==> config.mk <==
export PLATFORM = sky130hd
export DESIGN_NAME = dsp_ldst_agu
export DESIGN_NICKNAME = d
export VERILOG_FILES = /design/src/rtl/lsag_pkg.sv /design/src/rtl/lsag_decode.sv /design/src/rtl/lsag_postmod.sv /design/src/rtl/lsag_regfile.sv /design/src/rtl/dsp_ldst_agu.sv
export SDC_FILE = /design/constraint.sdc
export NUM_CORES = 1
export LEC_CHECK = 0
export ABC_AREA = 1
export BUFFER_PORTS_ARGS = -buffer_cell sky130_fd_sc_hd__clkbuf_2
export CAP_MARGIN = 20
export CORE_MARGIN = 2
export CORE_UTILIZATION = 50
export CTS_CLUSTER_DIAMETER = 30
export DETAILED_ROUTE_END_ITERATION = 16
export GPL_TIMING_DRIVEN = 0
export PLACE_DENSITY = 0.72
export SLEW_MARGIN = 10
export SYNTH_ARGS = -nofsm -noshare
export SYNTH_HDL_FRONTEND = slang
export SYNTH_SLANG_ARGS = --single-unit
==> constraint.sdc <==
create_clock -name clk -period 9.4 [get_ports clk]
set_input_delay 0.47 -clock clk [delete_from_list [all_inputs] [get_ports clk]]
set_output_delay 0.47 -clock clk [all_outputs]
set_load 0.02 [all_outputs]
==> src/rtl/lsag_pkg.sv <==
package lsag_pkg;

    // Pointer update rule applied after the access
    typedef enum logic [1:0] {
        PM_KEEP = 2'd0,
        PM_DEC  = 2'd1,
        PM_INC  = 2'd2,
        PM_IDX  = 2'd3
    } pm_mode_e;

    // Operation codes; the low two bits of codes 0..7 select the update rule
    typedef enum logic [3:0] {
        OP_LD      = 4'd0,
        OP_LD_DEC  = 4'd1,
        OP_LD_INC  = 4'd2,
        OP_LD_IDX  = 4'd3,
        OP_ST      = 4'd4,
        OP_ST_DEC  = 4'd5,
        OP_ST_INC  = 4'd6,
        OP_ST_IDX  = 4'd7,
        OP_XLD_INC = 4'd8,
        OP_XLD_IDX = 4'd9,
        OP_XST_INC = 4'd10,
        OP_XST_IDX = 4'd11
    } op_code_e;

    typedef struct packed {
        logic     is_load;
        logic     is_store;
        logic     step_pc;
        pm_mode_e mode;
    } ctl_t;

endpackage

==> src/rtl/lsag_decode.sv <==
module lsag_decode
    import lsag_pkg::*;
#(
    parameter int RN_W     = 5,
    parameter int XBANK_W  = 2,
    parameter int XLD_BASE = 24,
    parameter int XST_BASE = 28
) (
    input  logic            op_valid,
    input  logic [3:0]      op_code,
    input  logic [RN_W-1:0] reg_sel,
    output ctl_t            ctl,
    output logic [RN_W-1:0] reg_num
);

    logic [RN_W-1:0] bank_off;
    assign bank_off = RN_W'(reg_sel[XBANK_W-1:0]);

    always_comb begin
        ctl     = '0;
        reg_num = reg_sel;
        if (op_valid) begin
            if (op_code < 4'd4) begin
                ctl.is_load = 1'b1;
                ctl.step_pc = 1'b1;
                ctl.mode    = pm_mode_e'(op_code[1:0]);
            end else if (op_code < 4'd8) begin
                ctl.is_store = 1'b1;
                ctl.step_pc  = 1'b1;
                ctl.mode     = pm_mode_e'(op_code[1:0]);
            end else if (op_code < 4'd10) begin
                ctl.is_load = 1'b1;
                ctl.mode    = op_code[0] ? PM_IDX : PM_INC;
                reg_num     = RN_W'(XLD_BASE) + bank_off;
            end else if (op_code < 4'd12) begin
                ctl.is_store = 1'b1;
                ctl.mode     = op_code[0] ? PM_IDX : PM_INC;
                reg_num      = RN_W'(XST_BASE) + bank_off;
            end
        end
    end

endmodule

==> src/rtl/lsag_postmod.sv <==
module lsag_postmod
    import lsag_pkg::*;
#(
    parameter int DW = 16
) (
    input  pm_mode_e        mode,
    input  logic [DW-1:0]   ptr,
    input  logic [DW-1:0]   idx,
    output logic [DW-1:0]   nxt
);

    // All arithmetic is modulo 2^DW by truncation
    always_comb begin
        unique case (mode)
            PM_DEC:  nxt = ptr - DW'(1);
            PM_INC:  nxt = ptr + DW'(1);
            PM_IDX:  nxt = ptr + idx;
            default: nxt = ptr;
        endcase
    end

endmodule

==> src/rtl/lsag_regfile.sv <==
module lsag_regfile #(
    parameter int DW   = 16,
    parameter int NPTR = 4,
    localparam int NREG = 2 * NPTR,
    localparam int PS_W = $clog2(NPTR),
    localparam int RF_W = $clog2(NREG)
) (
    input  logic            clk,
    input  logic            rst_n,
    input  logic            pm_we,
    input  logic [PS_W-1:0] pm_sel,
    input  logic [DW-1:0]   pm_val,
    input  logic            wb_we,
    input  logic [RF_W-1:0] wb_addr,
    input  logic [DW-1:0]   wb_val,
    output logic [DW-1:0]   regs_o [NREG]
);

    logic [DW-1:0] regs_d [NREG];
    logic [DW-1:0] regs_q [NREG];

    // A pointer update is younger than a pending write-back, so it is applied last
    always_comb begin
        for (int i = 0; i < NREG; i++) begin
            regs_d[i] = regs_q[i];
            if (wb_we && wb_addr == RF_W'(i)) regs_d[i] = wb_val;
            if (pm_we && RF_W'(pm_sel) == RF_W'(i)) regs_d[i] = pm_val;
        end
    end

    always_ff @(posedge clk or negedge rst_n) begin
        if (!rst_n) begin
            for (int i = 0; i < NREG; i++) regs_q[i] <= '0;
        end else begin
            for (int i = 0; i < NREG; i++) regs_q[i] <= regs_d[i];
        end
    end

    assign regs_o = regs_q;

    // same-edge collision resolves to the pointer update
    assert_pm_over_wb_R10: assert property (@(posedge clk) disable iff (!rst_n)
        (pm_we && wb_we && wb_addr == RF_W'(pm_sel))
        |=> regs_q[$past(pm_sel)] == $past(pm_val));

    // a lone write-back lands in its register
    assert_wb_lands_R5: assert property (@(posedge clk) disable iff (!rst_n)
        (wb_we && !(pm_we && wb_addr == RF_W'(pm_sel)))
        |=> regs_q[$past(wb_addr)] == $past(wb_val));

endmodule

==> src/rtl/dsp_ldst_agu.sv <==
module dsp_ldst_agu
    import lsag_pkg::*;
#(
    parameter int DW       = 16,
    parameter int NPTR     = 4,
    parameter int RN_W     = 5,
    parameter int XBANK_W  = 2,
    parameter int XLD_BASE = 24,
    parameter int XST_BASE = 28,
    localparam int NREG = 2 * NPTR,
    localparam int PS_W = $clog2(NPTR),
    localparam int RF_W = $clog2(NREG)
) (
    input  logic            clk,
    input  logic            rst_n,
    input  logic            op_valid,
    input  logic [3:0]      op_code,
    input  logic [PS_W-1:0] ptr_sel,
    input  logic [RN_W-1:0] reg_sel,
    output logic [RN_W-1:0] src_raddr,
    input  logic [DW-1:0]   src_data,
    output logic [DW-1:0]   mem_addr,
    output logic            mem_re,
    output logic            mem_we,
    output logic [DW-1:0]   mem_wdata,
    input  logic [DW-1:0]   mem_rdata,
    output logic            rf_we,
    output logic [RN_W-1:0] rf_waddr,
    output logic [DW-1:0]   rf_wdata,
    output logic            pc_step
);

    typedef struct packed {
        logic            wb_valid;
        logic [RN_W-1:0] wb_addr;
    } st_t;

    st_t st_d, st_q;

    ctl_t            ctl;
    logic [RN_W-1:0] reg_num;
    logic [DW-1:0]   regs_q    [NREG];
    logic [DW-1:0]   regs_view [NREG];
    logic [DW-1:0]   ptr_val, idx_val, src_val, nxt_ptr;
    logic            access;
    logic            wb_hit_src;

    lsag_decode #(
        .RN_W(RN_W), .XBANK_W(XBANK_W), .XLD_BASE(XLD_BASE), .XST_BASE(XST_BASE)
    ) u_dec (
        .op_valid(op_valid), .op_code(op_code), .reg_sel(reg_sel),
        .ctl(ctl), .reg_num(reg_num)
    );

    // Forward the word returning from memory to every reader of its register
    for (genvar g = 0; g < NREG; g++) begin : g_fwd
        assign regs_view[g] = (st_q.wb_valid && st_q.wb_addr == RN_W'(g))
                              ? mem_rdata : regs_q[g];
    end

    assign access     = ctl.is_load | ctl.is_store;
    assign ptr_val    = regs_view[RF_W'(ptr_sel)];
    assign idx_val    = regs_view[RF_W'(ptr_sel) + RF_W'(NPTR)];
    assign wb_hit_src = st_q.wb_valid && st_q.wb_addr == reg_num;

    always_comb begin
        if (reg_num < RN_W'(NREG)) src_val = regs_view[reg_num[RF_W-1:0]];
        else if (wb_hit_src)       src_val = mem_rdata;
        else                       src_val = src_data;
    end

    lsag_postmod #(.DW(DW)) u_pm (
        .mode(ctl.mode), .ptr(ptr_val), .idx(idx_val), .nxt(nxt_ptr)
    );

    lsag_regfile #(.DW(DW), .NPTR(NPTR)) u_rf (
        .clk(clk), .rst_n(rst_n),
        .pm_we(access && ctl.mode != PM_KEEP), .pm_sel(ptr_sel), .pm_val(nxt_ptr),
        .wb_we(st_q.wb_valid && st_q.wb_addr < RN_W'(NREG)),
        .wb_addr(st_q.wb_addr[RF_W-1:0]), .wb_val(mem_rdata),
        .regs_o(regs_q)
    );

    always_comb begin
        st_d          = st_q;
        st_d.wb_valid = ctl.is_load;
        st_d.wb_addr  = ctl.is_load ? reg_num : '0;
    end

    always_ff @(posedge clk or negedge rst_n) begin
        if (!rst_n) st_q <= '0;
        else        st_q <= st_d;
    end

    assign mem_addr  = access ? ptr_val : '0;
    assign mem_re    = ctl.is_load;
    assign mem_we    = ctl.is_store;
    assign mem_wdata = ctl.is_store ? src_val : '0;
    assign src_raddr = ctl.is_store ? reg_num : '0;
    assign rf_we     = st_q.wb_valid;
    assign rf_waddr  = st_q.wb_addr;
    assign rf_wdata  = st_q.wb_valid ? mem_rdata : '0;
    assign pc_step   = ctl.step_pc;

    // post-increment leaves old address + 1 in the pointer
    assert_post_inc_R3: assert property (@(posedge clk) disable iff (!rst_n)
        (access && ctl.mode == PM_INC)
        |=> regs_q[$past(ptr_sel)] == $past(mem_addr) + DW'(1));

    // post-decrement leaves old address - 1 in the pointer
    assert_post_dec_R3: assert property (@(posedge clk) disable iff (!rst_n)
        (access && ctl.mode == PM_DEC)
        |=> regs_q[$past(ptr_sel)] == $past(mem_addr) - DW'(1));

    // write-back follows a load by exactly one cycle
    assert_wb_after_load_R5: assert property (@(posedge clk) disable iff (!rst_n)
        mem_re |=> rf_we);
    assert_no_wb_without_load_R5: assert property (@(posedge clk) disable iff (!rst_n)
        !mem_re |=> !rf_we);

    // extended codes never advance the program counter
    assert_pc_normal_only_R8: assert property (@(posedge clk) disable iff (!rst_n)
        pc_step |-> (op_valid && !op_code[3]));

    // idle or undefined codes make no access
    assert_idle_quiet_R11: assert property (@(posedge clk) disable iff (!rst_n)
        (!op_valid || op_code >= 4'd12) |-> (!mem_re && !mem_we && !pc_step));

endmodule

After elaboration in Yosys (flattened, before gate mapping)
Cells that the tools add are included.

Register bits: 134. Input bits: 46. Output and inout port bits: 62.

$add $sub $neg: 6. Order comparisons: 9. Equality and inequality tests: 21. Multiplexer cells: 52. Bitwise gates (word level): 4. Reductions and logical operators: 31.

Operator list (count): $mux W16 (27); $bmux W16 S3 (3); $pmux W16 S3 (1); $mux W5 (8); $logic_and A1 B1 Y1 (23); $eq A5 B3 Y1 const B (4); $add A16 B1 Y16 const B (1); $add A16 B16 Y16 (1); $sub A16 B1 Y16 const B (1); $eq A3 B3 Y1 const B (4); $ge A4 B4 Y1 const B (3); $lt A4 B4 Y1 const B (3); $eq A5 B2 Y1 const B (2); $lt A5 B4 Y1 const B (2); $reduce_bool A2 Y1 (5); $mux W1 (9); $eq A2 B2 Y1 const B (4); $not A3 Y4 (2); $eq A3 B2 Y1 const B (2); $mux W2 (3); $add A4 B3 Y5 const A (1); $eq A5 B1 Y1 const B (1); $eq A5 B5 Y1 (1); $logic_not A5 Y1 (1); 10 further kinds (11).

Longest topological paths before layout
Gate-level depths: netlist of run 1.

Word-level depth: 12. Mapped depth: 26.

Cells and area by module
From an unflattened synthesis of run 1, not the netlist that was laid out.

Cells, all modules: 2260. Area, all modules: 12912.4 um^2.

Modules (own cells, without submodules): lsag_regfile (instances 1, cells each 736, area an instance 5860.6 um^2); dsp_ldst_agu (instances 1, cells each 1245, area an instance 5723.0 um^2); lsag_postmod (instances 1, cells each 256, area an instance 1222.4 um^2); lsag_decode (instances 1, cells each 23, area an instance 106.4 um^2).

Worst setup path before layout of run 1
OpenSTA, ideal clock, no wires.

Path kind: register to register. Start: reg st_q, in the netlist rf_we. End: reg u_rf.regs_q, in the netlist u_rf.regs_o[74]. Setup time: 0.076 ns. Arrival: 3.343 ns. Setup slack: 5.980 ns. Cell stages (with the launch flop): 22. Buffers on the path: 3. Clock period less this slack: 3.420 ns. Cell sequence: dfrtp_1 buf_4 nand2_2 nor2_4 buf_12 nand2_4 buf_6 o21a_1 inv_1 o21ai_0 nor3_1 ha_1 inv_1 fa_1 inv_1 a31oi_1 o21ai_0 nand3_1 nand2_1 xor2_1 nand2_1 o21ai_1.

Cells in the longest elaborated chain, start to end: 8. Elaborated cells on any way between the ends: 30. Classes of those cells: add/sub (3); mux (16); reduce/logical (11).

Ends and longest elaborated chain: from (decl) (line dsp_ldst_agu.sv:38) `st_t st_d, st_q;`; from (signal assigned) (line dsp_ldst_agu.sv:92) `else st_q <= st_d;`; $logic_and A1 B1 Y1 (line dsp_ldst_agu.sv:57) `assign regs_view[g] = (st_q.wb_valid && st_q.wb_addr == RN_W'(g))`; $mux W16 (line dsp_ldst_agu.sv:58) `? mem_rdata : regs_q[g];`; $bmux W16 S3, on equally long branches (line dsp_ldst_agu.sv:62, dsp_ldst_agu.sv:63); $mux W16, on equally long branches (2 in series) (line dsp_ldst_agu.sv:62, dsp_ldst_agu.sv:63); $add A16 B16 Y16 (tied with other cells) (line lsag_postmod.sv:17) `PM_IDX: nxt = ptr + idx;`; $pmux W16 S3 (line lsag_postmod.sv:14) `unique case (mode)`; $mux W16 (line lsag_regfile.sv:27) `if (pm_we && RF_W'(pm_sel) == RF_W'(i)) regs_d[i] = pm_val;`; to (decl) (line lsag_regfile.sv:20) `logic [DW-1:0] regs_q [NREG];`.

Parallel ways exist; a longest one is shown, timed or not. The select of a mux whose other input is x is not followed. A chain may end at the register's enable or synchronous reset.

Final worst setup path of run 1
Start: in ptr_sel[0]. End: reg u_rf.regs_q, in the netlist u_rf.regs_o[95].

Cells in the longest elaborated chain, start to end: 8. Elaborated cells on any way between the ends: 17. Classes of those cells: add/sub (4); eq/ne (1); mux (8); bitwise (2); reduce/logical (2).

Ends and longest elaborated chain: from (decl) (line dsp_ldst_agu.sv:18) `input logic [PS_W-1:0] ptr_sel,`; $add A2 B3 Y3 (line dsp_ldst_agu.sv:63) `assign idx_val = regs_view[RF_W'(ptr_sel) + RF_W'(NPTR)];`; $not A3 Y4 (implied by the code) (line dsp_ldst_agu.sv:63); $bmux W16 S3 (line dsp_ldst_agu.sv:63); $mux W16 (implied by the code) (2 in series) (line dsp_ldst_agu.sv:63); $add A16 B16 Y16 (line lsag_postmod.sv:17); $pmux W16 S3 (line lsag_postmod.sv:14); $mux W16 (line lsag_regfile.sv:27).

Parallel ways exist; a longest one is shown, timed or not. The select of a mux whose other input is x is not followed.

==> summary.md, run 1 <==
| Metric | Value |
|---|---|
| Register area share after synthesis | `35.0%` |
| Area occupied by registers | `3350 um2` |
| Fin crit share | `48.1%` |
| Synthesized area | `9570 um2` |
| Ys async rst share | `100%` |
| Number of global-route vias before repair | `approximately 9,600` |
| I/O pin count | `108` |
| EDFF count, synth | `0` |
| Worst setup EP type | `register` |
| DRT antenna net count | `0` |
| Crit path time final | `4.53 ns` |
| Cts repair resizes | `0` |
| Top_reg_cell synth | `dfrtp_1` |
| Status | `finished, final reports clean` |
| Pre-antenna DRT Iters | `6` |
| Overall fraction of global-route tracks in use | `37.7%` |
| First-pass GRT wire length | `56.4 mm` |
| Nets | `1,591` |
| Fin Setup TNS | `0 ns` |
| DR vias | `between 10,000 and 15,000` |
| Drt wl/cell | `21.6 um` |
| Starting Density | `51.0%` |
| Final setup vio count | `0` |
| Clk buf depth | `2` |
| Startpoint class of the critical path | `input pin` |
| Largest net degree at the start of global routing | `99` |
| P per Cell Area | `230 nW/um2` |
| Synth Instances | `1,403` |
| Die W | `between 100 and 150 um` |
| Dpl hpwl | `28.0 mm` |
| Synth Register Bits | `~130` |
| Global route overflow | `0` |
| Peak VDD IR | `0.145 mV` |
| Final hold viol count | `0` |
| Clk sinks | `134` |
| Initial DRC Count | `1,609` |
| Die Y | `between 100 and 150 um` |
| Largest fanout on the critical path | `10` |
| Synth warn | `0` |
| CTS tree | `yes` |
| Row count | `50` |
| Filler cells | `between 1,500 and 2,000` |
| Rel. slew slack | `34.4%` |
| CP required | `slightly below 10 ns` |
| Library cells used by synthesis | `50` |
| Max Cap Viol | `0` |
| Antenna violations before repair | `0` |
| Total power | `2540 uW` |
| Vias per std cell | `6.02` |
| Multi-input logic area | `a little over 5000 um2` |
| Root Buffer | `clkbuf_16` |
| Worst skew pair latency | `0.44 ns` |
| Measured slew at the worst slew-check pin | `0.984 ns` |
| Residual DRC | `0` |
| GP Congestion | `1.01` |
| Leakage | `0.00584 uW` |
| Core Footprint | `~19,000 um2` |
| Post-Syn Nets | `roughly 1,500` |
| Num CTS Buffers | `17` |
| RSZ-0062 raised after global routing | `no` |
| Layout cells sized above 1 | `15.8%` |
| Final wirelength | `between 30 and 40 mm` |
| Hold Path Class | `in2reg` |
| Crit Path Category | `in2reg` |
| Die area | `20,300 um2` |
| P&R area growth vs syn | `15.7%` |
| Fmax | `221 MHz` |
| Slew Viols, Final | `0` |
| Syn_area_per_cell | `6.82 um2` |
| Max H-tree Level | `4` |
| Port Buffers | `105` |
| Clk slew on worst S/H paths | `roughly 0.060 ns` |
| ANT cells | `0` |
| Worst Skew | `0.0126 ns` |
| Crit path DAT | `4.90 ns` |
## critical path, stage by stage
cell      delay, ns
clkbuf_2       0.10
inv_1          0.06
nor2_2         0.64
inv_1          0.33
clkbuf_1       0.49
o22ai_1        0.41
o31ai_1        0.16
ha_1           0.45
a21oi_1        0.18
nand2_1        0.14
nand2_1        0.09
o211ai_1       0.21
a21oi_1        0.53
nand3_1        0.18
nand3_1        0.11
nand2_1        0.06
nand2_1        0.12
nand2_1        0.08
nand2_1        0.07
## registers in the layout, indices dropped and copies added, names as in the netlist
register	cells
u_rf.regs_o	128
rf_waddr	5
rf_we	1
## cells in the final DEF (no fill, tap or decap), types with 3 or more instances in the layout
cell type,count
and3_1,4
nor2_1,102
nand2_4,7
dfrtp_1,134
a21o_1,3
ha_1,15
clkbuf_1,41
o211ai_1,42
o31ai_1,4
nand2_1,431
nand2_2,3
o21ai_0,68
nor2_4,4
a21oi_1,24
xnor2_1,3
buf_2,19
clkinvlp_4,5
o21ai_2,32
nor4_1,13
o21ai_1,88
nor3_1,15
o22ai_1,27
inv_1,145
clkbuf_16,17
o221ai_1,8
inv_2,12
bufinv_16,4
clkbuf_8,3
buf_6,14
clkbuf_2,104
nand3_1,95
xor2_1,8
nand4_1,3
buf_4,3
nor2_2,5
o21a_1,3
a31oi_1,8
## cell type report
cell class / count / area share (%)
multi-input cells: 1032 / 46.8
flip-flops and latches: 134 / 30.3
inverters: 158 / 5.36
repair buffers: 107 / 5.16
clock buffers: 20 / 4.12
plain buffers: 79 / 4.09
well taps: 234 / 2.64
clock inverters: 11 / 1.58
## Yosys cell counts (4+ instances only)
master,number,area [um2]
buf_2,19,95.1
nor4_1,13,81.3
o22ai_1,27,169
xor2_1,8,70.1
nor2_4,4,45.0
nor3_1,15,75.1
nand2_1,431,1620
and3_1,4,25.0
o21ai_2,32,280
inv_2,12,45.0
o21ai_1,88,440
inv_1,145,544
buf_6,14,158
dfrtp_1,134,3350
o21ai_0,68,340
a21oi_1,24,120
o31ai_1,4,30.0
o211ai_1,42,315
nor2_1,103,387
a31oi_1,8,50.1
nor2_2,4,25.0
ha_1,15,188
clkbuf_1,40,150
o221ai_1,8,70.1
nand3_1,95,475
nand2_4,7,78.8
## metal layers
layer  wire length (um)  GRT usage (%)  share of wire, %  up-vias
li1                   -              -                 -     4878
met1              15200           49.7                40     4861
met2              16300           57.3                42      799
met3               4910           10.9                13      140
met4               1940           17.8               5.1        0
met5                  0              0                 0        -
## metrics by stage
| stage | cells | util [%] | setup slack, ns | hold slack, ns | instance area (um2) |
|---|---|---|---|---|---|
| after global routing | 1775 | 59.0 | 4.70 | 0.293 | 11100 |
| after global placement | 1742 | 55.4 | 4.22 | 0.464 | 10400 |
| final | 1775 | 59.0 | 4.87 | 0.282 | 11100 |
| after CTS | 1775 | 59.0 | 5.11 | 0.279 | 11100 |
| after floorplan | 1403 | - | 5.98 | 0.174 | 9570 |
| after detailed placement | 1743 | 55.6 | 4.69 | 0.408 | 10400 |
## final timing paths
check                                            start                      endpoint  slack [ns]  cells after the start
min in group asynchronous                        rst_n         rf_waddr[2]$_DFF_PN0_        0.51                      2
hold reg to reg            u_rf.regs_o[51]$_DFFE_PN0P_   u_rf.regs_o[51]$_DFFE_PN0P_        0.48                      2
setup / recovery                            ptr_sel[0]   u_rf.regs_o[95]$_DFFE_PN0P_        4.87                     19
max in group asynchronous                        rst_n  u_rf.regs_o[103]$_DFFE_PN0P_        8.07                      3
setup reg to reg                       rf_we$_DFF_PN0_   u_rf.regs_o[95]$_DFFE_PN0P_        5.06                     21
hold / removal                              reg_sel[3]         rf_waddr[3]$_DFF_PN0_        0.28                      3
## report_power, final
group          total (uW)  switching (uW)  internal (uW)
clock network         731             274            457
registers             768            39.2            729
logic                1050             715            331
## what timing repair did
item,CTS,global route
hold buffers,1,0
buffers inserted,0,0
hold endpoints to repair,36,0
## logic make-up after synthesis
group	Yosys count	synth area share, %
buffers and inverters	237	10.9
AND/OR/NAND/NOR	690	30.5
flip-flops	134	35.0
AO/OA/AOI/OAI	314	20.2
adder cells (fa/ha/maj)	16	2.17
XOR/XNOR	12	1.18
(Power assumes the default switching activity.)
==> inputs of run 2 (changes only) <==
Clock period 9.4 ns to 4.3 ns, I/O delays scaled along.
==> run 2 against run 1 <==
Against the previous run: register-to-register slack lost 4.8 ns; global-route usage is the same; count of clock-buffer cells in the layout is the same; clock skew shrank 0.00071 ns; routed wire length grew 0.17%; non-clock buffer count is the same; final cell count is the same; critical endpoint unchanged; largest power group unchanged.
==> summary.md, run 2 (synthesis gave the netlist of run 1 again) <==
| Metric | Value |
|---|---|
| Hold Path Class | `in2reg` |
| Clk slew on worst S/H paths | `0.06 ns` |
| Dpl hpwl | `28.0 mm` |
| Core Footprint | `18,800 um2` |
| Reg2reg path depth | `23` |
| Final hold viol count | `0` |
| Largest net degree at the start of global routing | `99` |
| Placed insts | `1,743` |
| Worst skew pair latency | `0.45 ns` |
| Vias per std cell | `between 6 and 7` |
| Post-CTS setup repair buffer count | `0` |
| CP most frequent cell | `nand2_1` |
| Worst setup EP type | `register` |
| Hold_sp | `reg_sel[3]` |
| P&R area growth vs syn | `15.8%` |
| Slew Viols, Final | `0` |
| I/O pin count | `~110` |
| Rel. slew slack | `33.8%` |
| Max Cap Viol | `0` |
| R2R setup slack | `0.27 ns` |
| Status | `finished, final reports clean` |
| Crit path DAT | `between 4 and 5 ns` |
| Initial DRC Count | `1,660` |
| M2 GR Usage | `between 50% and 60%` |
| RSZ-0062 raised after global routing | `no` |
| GRT busiest layer | `met2` |
| Largest fanout on the critical path | `10` |
| Fmax | `245 MHz` |
| Most common cell after layout, fill and taps aside | `nand2_1` |
| Overall fraction of global-route tracks in use | `37.7%` |
| Number of global-route vias before repair | `between 9,000 and 10,000` |
| Peak VDD IR | `about 0.32 mV` |
| Port Buffers | `between 100 and 150` |
| Max H-tree Level | `4` |
| Fin Setup TNS | `0 ns` |
| Antenna violations before repair | `0` |
| Startpoint class of the critical path | `input pin` |
| Global route overflow | `0` |
| Fin crit share | `95.1%` |
| Crit Path Category | `in2reg` |
| Final wirelength | `38.4 mm` |
| Critical R2R Launch | `rf_we$_DFF_PN0_` |
| First-pass GRT wire length | `roughly 56 mm` |
| Worst Skew | `about 0.012 ns` |
| Root Buffer | `clkbuf_16` |
| Final Non-Filler Cells | `1,775` |
| CP required | `4.68 ns` |
| Hold_ws | `0.0223 ns` |
| Nets | `1,591` |
| CTS tree | `yes` |
| ANT cells | `0` |
| P per Cell Area | `503 nW/um2` |
| Final setup vio count | `0` |
| Pre-antenna DRT Iters | `7` |
| Leakage | `0.00584 uW` |
| Global Route met1 Usage | `49.7%` |
| Clk sinks | `134` |
| Measured slew at the worst slew-check pin | `0.992 ns` |
| Num CTS Buffers | `17` |
| Met3 usage | `approximately 11%` |
| Die W | `between 100 and 150 um` |
| Starting Density | `51.0%` |
| Capturing point of the worst reg2reg path | `u_rf.regs_o[95]$_DFFE_PN0P_` |
| Most frequent cells in the layout | `431 x nand2_1, 145 x inv_1, 134 x dfrtp_1` |
| DR vias | `10,700` |
| Fin util | `59.1%` |
| Largest register FFs | `between 100 and 150` |
| DRT antenna net count | `0` |
| Layout cells sized above 1 | `16.0%` |
| Drt wl/cell | `21.6 um` |
| Residual DRC | `0` |
| GP Congestion | `1.01` |
| Hold Crit Endpoint | `rf_waddr[3]$_DFF_PN0_` |
| Crit-path leading delay family | `simple AND/OR/NAND/NOR gates` |
| Crit-path max cell delay | `0.65 ns` |
| CP Cell Sequence | `clkbuf_2, inv_1, nor2_2, inv_1, clkbuf_1, o22ai_1, o31ai_1, ha_1, a21oi_1, nand2_1, nand2_1, o211ai_1, a21oi_2, nand3_1, nand3_1, nand2_1, nand2_1, nand2_1, nand2_1` |
| Crit path time final | `4.09 ns` |
| Clk buf depth | `2` |
| WHS Path Cells | `3` |
| Crit path max-delay cell type | `nor2_2` |
| Die Y | `~140 um` |
| Crit path buf inv count | `4` |
| Row count | `50` |
| Die area | `20,300 um2` |
## run 2: per-layer routing
layer	up-vias	routed length (um)
met4	0	2040
li1	4874	-
met5	-	0
met1	4900	15000
met2	774	16300
met3	154	4970
## run 2: report_power, final
group / internal (uW) / leakage (uW) / total (uW) / switching [uW]
sequential: 1590 / 0.00152 / 1680 / 86.1
combinational: 730 / 0.00403 / 2300 / 1570
clock: 998 / 0.000291 / 1600 / 600
total: 3320 / 0.00584 / 5580 / 2260
## run 2: final cells by class
type | instances | area, um2
fill | 1816 | 7680
multi-input combinational | 1032 | 5190
sequential | 134 | 3350
inverter | 158 | 593
timing repair buffer | 107 | 572
clock buffer | 20 | 457
buffer | 79 | 454
tap | 234 | 293
clock inverter | 11 | 175
## run 2: worst max-delay path by stage
stage	slack, ns	from	depth (start not counted)	to
floorplan	0.88	rf_we$_DFF_PN0_	21	u_rf.regs_o[74]$_DFFE_PN0P_
global placement	-0.63	ptr_sel[0]	19	u_rf.regs_o[111]$_DFFE_PN0P_
detailed placement	-0.16	ptr_sel[0]	16	u_rf.regs_o[72]$_DFFE_PN0P_
CTS	0.04	rf_we$_DFF_PN0_	20	u_rf.regs_o[74]$_DFFE_PN0P_
global route	0.03	rf_waddr[0]$_DFF_PN0_	16	u_rf.regs_o[72]$_DFFE_PN0P_
finish	0.21	ptr_sel[0]	19	u_rf.regs_o[95]$_DFFE_PN0P_
## run 2: metrics by stage
step                cell area [um2]  setup WS (ns)  power (uW)
finish                        11100          0.211        5580
global route                  11100         0.0330        5860
CTS                           11100         0.0387        5470
detailed placement            10400         -0.158        3890
global placement              10400         -0.627        3850
floorplan                      9570          0.880        3260
## run 2: worst register-to-register path: stages (launching register included)
cell and delay [ns]:
dfrtp_1 0.34, buf_4 0.18, nand2_2 0.08, nor2_4 0.12, buf_12 0.17, nand2_4 0.08, buf_2 0.21, nand2_1 0.07
o21ai_1 0.09, inv_1 0.11, o22ai_1 0.11, o31ai_1 0.42, ha_1 0.38, a21oi_1 0.18, nand2_1 0.15, nand2_1 0.09
o211ai_1 0.22, a21oi_2 0.38, nand3_1 0.16, nand3_1 0.10, nand2_1 0.05, nand2_1 0.12, nand2_1 0.08, nand2_1 0.07
## run 2: repair_timing
| item | 4_1_cts | 5_1_grt |
|---|---|---|
| hold buffers | 1 | 0 |
| endpoints found under the hold margin | 36 | 0 |
| endpoints found under the setup margin | 0 | 20 |
| resized for setup | 0 | 6 |
